File: config.mk
export PLATFORM = sky130hd
export DESIGN_NAME = regxcvr
export DESIGN_NICKNAME = d
export VERILOG_FILES = /design/src/rtl/regxcvr_pkg.sv /design/src/rtl/regxcvr_rst_sync.sv /design/src/rtl/regxcvr_hold.sv /design/src/rtl/regxcvr_path.sv /design/src/rtl/regxcvr.sv
export SDC_FILE = /design/constraint.sdc
export NUM_CORES = 1
export LEC_CHECK = 0
export ABC_AREA = 0
export BUFFER_PORTS_ARGS = -buffer_cell sky130_fd_sc_hd__clkbuf_2
export CORE_MARGIN = 2
export CORE_UTILIZATION = 51
export DETAILED_ROUTE_END_ITERATION = 7
export PLACE_DENSITY = 0.8
export REMOVE_ABC_BUFFERS = 1
export SLEW_MARGIN = 20
export SYNTH_ARGS = -nofsm -noshare
export SYNTH_HDL_FRONTEND = slang
export SYNTH_SLANG_ARGS = --single-unit
File: constraint.sdc
create_clock -name clk -period 3 [get_ports clk]
set_input_delay 0.15 -clock clk [delete_from_list [all_inputs] [get_ports clk]]
set_output_delay 0.15 -clock clk [all_outputs]
set_load 0.05 [all_outputs]
File: src/rtl/regxcvr_pkg.sv
package regxcvr_pkg;
  localparam int unsigned SYNC_STAGES = 2;

  typedef struct packed {
    logic le;
    logic ck;
    logic oe;
  } dir_ctrl_t;
endpackage

File: src/rtl/regxcvr_rst_sync.sv
module regxcvr_rst_sync #(
  parameter int unsigned STAGES = 2
) (
  input  logic clk,
  input  logic rst_n,
  output logic rst_n_s
);
  logic [STAGES-1:0] sync_q;
  logic [STAGES-1:0] sync_d;

  always_comb begin
    sync_d = {sync_q[STAGES-2:0], 1'b1};
  end

  always_ff @(posedge clk or negedge rst_n) begin
    if (!rst_n) sync_q <= '0;
    else        sync_q <= sync_d;
  end

  assign rst_n_s = sync_q[STAGES-1];
endmodule

File: src/rtl/regxcvr_hold.sv
module regxcvr_hold #(
  parameter int unsigned W       = 18,
  parameter bit          HOLD_EN = 1'b1
) (
  input  logic         clk,
  input  logic         rst_n,
  input  logic [W-1:0] din,
  input  logic         vld,
  output logic [W-1:0] eff
);
  generate
    if (HOLD_EN) begin : g_hold
      logic [W-1:0] hold_q;
      logic [W-1:0] hold_d;
      logic         hold_en;

      always_comb begin
        hold_en = vld;
        hold_d  = din;
      end

      always_ff @(posedge clk or negedge rst_n) begin
        if (!rst_n)       hold_q <= '0;
        else if (hold_en) hold_q <= hold_d;
      end

      assign eff = vld ? din : hold_q;
    end else begin : g_pass
      logic unused_ok;
      assign unused_ok = &{1'b0, clk, rst_n, vld};
      assign eff = din;
    end
  endgenerate
endmodule

File: src/rtl/regxcvr_path.sv
module regxcvr_path
  import regxcvr_pkg::*;
#(
  parameter int unsigned W      = 18,
  parameter bit          OE_LOW = 1'b0
) (
  input  logic         clk,
  input  logic         rst_n,
  input  logic [W-1:0] d,
  input  dir_ctrl_t    ctl,
  output logic [W-1:0] q,
  output logic [W-1:0] q_oe
);
  logic         ck_q;
  logic         rise;
  logic         st_en;
  logic [W-1:0] st_q;
  logic [W-1:0] st_d;
  logic         drive;

  always_comb begin
    rise  = ctl.ck & ~ck_q;
    st_en = ctl.le | rise;
    st_d  = d;
  end

  always_ff @(posedge clk or negedge rst_n) begin
    if (!rst_n) ck_q <= 1'b0;
    else        ck_q <= ctl.ck;
  end

  always_ff @(posedge clk or negedge rst_n) begin
    if (!rst_n)     st_q <= '0;
    else if (st_en) st_q <= st_d;
  end

  assign q = ctl.le ? d : st_q;

  generate
    if (OE_LOW) begin : g_oe_low
      assign drive = ~ctl.oe;
    end else begin : g_oe_high
      assign drive = ctl.oe;
    end
  endgenerate

  assign q_oe = {W{drive}};
endmodule

File: src/rtl/regxcvr.sv
module regxcvr
  import regxcvr_pkg::*;
#(
  parameter int unsigned W       = 18,
  parameter bit          HOLD_EN = 1'b1
) (
  input  logic         clk,
  input  logic         rst_n,
  input  logic [W-1:0] a_in,
  input  logic         a_vld,
  input  logic [W-1:0] b_in,
  input  logic         b_vld,
  input  logic         ab_le,
  input  logic         ab_ck,
  input  logic         ab_oe,
  input  logic         ba_le,
  input  logic         ba_ck,
  input  logic         ba_oe_n,
  output logic [W-1:0] a_out,
  output logic [W-1:0] a_oe,
  output logic [W-1:0] b_out,
  output logic [W-1:0] b_oe
);
  logic         rst_n_s;
  logic [W-1:0] a_eff;
  logic [W-1:0] b_eff;
  dir_ctrl_t    ab_ctl;
  dir_ctrl_t    ba_ctl;

  assign ab_ctl = '{le: ab_le, ck: ab_ck, oe: ab_oe};
  assign ba_ctl = '{le: ba_le, ck: ba_ck, oe: ba_oe_n};

  regxcvr_rst_sync #(.STAGES(SYNC_STAGES)) u_rst (
    .clk(clk), .rst_n(rst_n), .rst_n_s(rst_n_s)
  );

  regxcvr_hold #(.W(W), .HOLD_EN(HOLD_EN)) u_hold_a (
    .clk(clk), .rst_n(rst_n_s), .din(a_in), .vld(a_vld), .eff(a_eff)
  );

  regxcvr_hold #(.W(W), .HOLD_EN(HOLD_EN)) u_hold_b (
    .clk(clk), .rst_n(rst_n_s), .din(b_in), .vld(b_vld), .eff(b_eff)
  );

  regxcvr_path #(.W(W), .OE_LOW(1'b0)) u_ab (
    .clk(clk), .rst_n(rst_n_s), .d(a_eff), .ctl(ab_ctl),
    .q(b_out), .q_oe(b_oe)
  );

  regxcvr_path #(.W(W), .OE_LOW(1'b1)) u_ba (
    .clk(clk), .rst_n(rst_n_s), .d(b_eff), .ctl(ba_ctl),
    .q(a_out), .q_oe(a_oe)
  );
endmodule

Word-level counts from Yosys, hierarchy flattened:

Index checks and enable logic that the tools add are counted.

* bits in registers: 76
* bits of input ports: 46
* output and inout bits: 72
* word-level logic and storage cells: 18

* multiplexer cells: 4
* bitwise operators: 7

Operators with widths (count)
* $mux W18: 4
* $not A1 Y1: 3
* $and A1 B1 Y1: 2
* $or A1 B1 Y1: 2

Depth between registers and ports, before layout:

* depth after elaboration: 3
* depth in mapped cells: 4

Modules after synthesis:

Synthesis repeated with hierarchy kept, for this count alone.

* cells, all modules: 236
* area, all modules: 3721.1 um^2

Modules (own cells, without submodules)
* regxcvr_hold: times used 2, cells an instance 38, area an instance 721.9 um^2, sequential area each 450.4 um^2
* regxcvr_path (u_ba): times used 1, cells an instance 79, area an instance 1113.6 um^2, sequential area each 475.5 um^2
* regxcvr_path (u_ab): times used 1, cells an instance 78, area an instance 1109.8 um^2, sequential area each 475.5 um^2
* regxcvr_rst_sync: times used 1, cells an instance 3, area an instance 53.8 um^2, sequential area each 50.0 um^2

Least setup slack after synthesis:

OpenSTA, ideal clock, no wires.

* path type: input to output
* from: input port b_vld
* to: output port a_out[10]
* arrival: 1.098 ns
* path slack: 1.752 ns
* stages: 4
* path through: buf_6 -> buf_12 -> mux2_4 -> mux2_2

* word-level cells in the longest chain between the ends: 2

RTL lines
* start, declared: RTL line regxcvr.sv:12 `input logic b_vld,`
* $mux W18
* net b_eff[10]: RTL line regxcvr.sv:26 `logic [W-1:0] b_eff;`
* $mux W18: RTL line regxcvr_path.sv:37 `assign q = ctl.le ? d : st_q;`
* end, declared: RTL line regxcvr.sv:19 `output logic [W-1:0] a_out,`

The timed path passes the listed nets, and every way through them passes these cells.

Worst setup path after layout:

* from: input port b_vld
* to: output port a_out[17]

The elaborated chain is that of the path after synthesis.

==> flow_summary.ini <==
[status]
status = complete, no violations

[grt]
grt_max_degree = 75
use_met1 = 0.2106
use_met3 = 0.02985
grt_pass1_wl_um = 9584
grt_busiest_layer = met2
overflow = 0
use_met2 = 0.2645
antenna_found_initial = 0
grt_pass1_vias = 2047
grt_usage = 0.1637

[worst_setup_path]
cp.arrival_ns = 1.55
r2r_slack_ns = 1.52
slowest_stage = clkbuf_2
rr_worst_depth = 3
regToRegStartpoint = u_ba.ck_q$_DFF_PN0_
cp.required_ns = 2.85
crit_fanout = 18
end_kind = output pin
worstSetupPathType = in2out
crit_chain = clkbuf_2 -> mux2_2 -> mux2_2 -> clkbuf_2
crit_path_max_incr_delay_ns = 0.47
startpoint_type = primary input
r2r_end = u_ba.st_q[17]$_DFFE_PN0P_

[place]
io_buffers = 98
dpl_worst_slack_ns = 1.280
gp_congestion = 0.7121
place.detailed.instances = 384
place_area_um2 = 3855
hpwl_um = 4034

[synth]
synth_seq_cells = 76
synth_area_per_cell_um2 = 15.34
netlist_instances = 236
seq_area_frac_synth = 0.5252
synth_area_um2 = 3621
yosys_warnings = 0
synth_cell_type_count = 10

[timing]
setup_slack_ns = 1.295
clock_skew_ns = 0.006866
fmax_mhz = 586.7
finalSetupViolCount = 0
slew_headroom = 0.3790
rsz0062_at_grt = no
maxSlewViolCount = 0
hold_viol_final = 0
worstMarginPinSlew_ns = 0.9315
period_share = 0.5682
fin_crit_ns = 1.705

[power_and_ir_drop]
seqPwrFrac = 0.420
p_leak_uw = 0.001969
internal_power_uw = 2006
switching_share = 0.3055
combPwrFrac = 0.251
vdd_drop_max_mv = 0.3213
p_per_area_nw_per_um2 = 698.5
p_clk_frac = 0.330
power.switching_uw = 882.3

[clock_tree]
post_cts_resized = 0
hold_buffers = 3
htreeDepth = 3
clock_sinks = 76
cts.path.max_buffers = 2
clock_latency_ns = 0.34
post_cts_buffers = 0
root_buffer = clkbuf_8
tritoncts = yes
cts_buffers = 9
path_clk_slew_ns = 0.08

[finish]
nets = 348
syn_to_final_growth_pct = 14.20
finalNonFillerCells = 403
drive_gt1_frac = 0.7296
fillers = 572
num_antenna_cells = 0
fin_area_um2 = 4135

[floorplanning]
io_pins = 118
die_area_um2 = 7790
start_util = 0.5300
die_h_um = 88.26
die_width_um = 88.26
core_area_um2 = 6832
rows = 30

[routing]
first_iter_violations = 53
avgRoutedWirePerCell_um = 14.94
drc = 0
routed_wl_um = 6022
via_per_inst = 4.868
dr.pass1.iters = 4
ant_nets = 0
via_count = 1962

[min_path]
min_to = u_hold_a.g_hold.hold_q[12]$_DFF_PN0_
min-delay-path-class = in2reg
whs_path_depth = 2
holdCritStartpoint = a_in[12]

[flow_run]
maxCapViolations = 0
## power groups by stage
stage	registers (µW)	logic (µW)	clock network, µW
6_report	1210	725	952
5_1_grt	1230	762	1040
4_1_cts	1210	733	983
3_5_place_dp	1230	727	0
3_3_place_gp	1230	718	0
2_1_floorplan	1210	570	0
## placed cells by master (no fill, tap or decap), drive strengths merged
| cell type | instances |
|---|---|
| conb | 1 |
| dfrtp | 76 |
| bufinv | 3 |
| a21oi | 2 |
| clkbuf | 110 |
| inv | 3 |
| clkinv | 1 |
| mux2 | 108 |
| dlygate4sd3 | 3 |
## sequential cells by signal (all words and copies together) (netlist names)
register,count
u_ab.ck_q,1
u_hold_b.g_hold.hold_q,18
u_rst.sync_q,2
u_ba.st_q,18
u_hold_a.g_hold.hold_q,18
u_ba.ck_q,1
u_ab.st_q,18
## cell usage after synthesis
library cell  count  area [µm²]
mux2_2           88       991.0
dfrtp_1          76        1902
buf_4            38       285.3
mux2_4           20       300.3
buf_6             4       45.04
inv_1             3       11.26
a21oi_4           2       32.53
buf_12            2       40.04
buf_2             2       10.01
conb_1            1       3.750
## worst max-delay path by stage
stage,endpoint,cells past startpoint,slack [ns],start
2_1_floorplan,a_oe[0],1,-2.39,ba_oe_n
3_3_place_gp,b_out[5],4,1.30,a_vld
3_5_place_dp,a_out[17],4,1.28,b_vld
4_1_cts,a_out[15],4,1.28,b_vld
5_1_grt,a_out[1],4,1.23,b_vld
6_report,a_out[17],4,1.30,b_vld
## kinds of logic after synthesis
| group | count (synthesis) | synth area share |
|---|---|---|
| other | 1 | 0.001036 |
| buffers and inverters | 49 | 0.1082 |
| DFF | 76 | 0.5252 |
| muxes | 108 | 0.3566 |
| AOI/OAI and AO/OA | 2 | 0.008984 |
## metal layers
metal | up-vias | wire length, µm
met5 | - | 0
li1 | 911 | -
met2 | 53 | 3037
met1 | 987 | 2603
met3 | 11 | 249
met4 | 0 | 131
## per-stage QoR
stage	hold slack, ns	setup TNS (ns)	total power [µW]	util
finish	0.05737	0	2888	0.6053
global route	0.04411	0	3030	0.6053
CTS	0.03436	0	2930	0.6053
detailed placement	-0.06329	0	1962	0.5643
global placement	-0.06448	0	1945	0.5643
floorplan	-0.1456	-42.94	1782	-
## worst max-delay path: cells and delay by family
| family | cells | cell delay [ns] |
|---|---|---|
| buffers and inverters | 2 | 0.71 |
| muxes | 2 | 0.69 |
## area by class of cell
type	instances	area (µm²)	share of cell area
Multi-Input combinational cell	111	1328	0.3210
Timing Repair Buffer	101	520.5	0.1259
Inverter	3	11.26	0.002723
Clock buffer	12	155.1	0.03752
Tap cell	96	120.1	0.02905
Sequential cell	76	1906	0.4608
Clock inverter	4	95.09	0.02300
(Power assumes the default switching activity.)
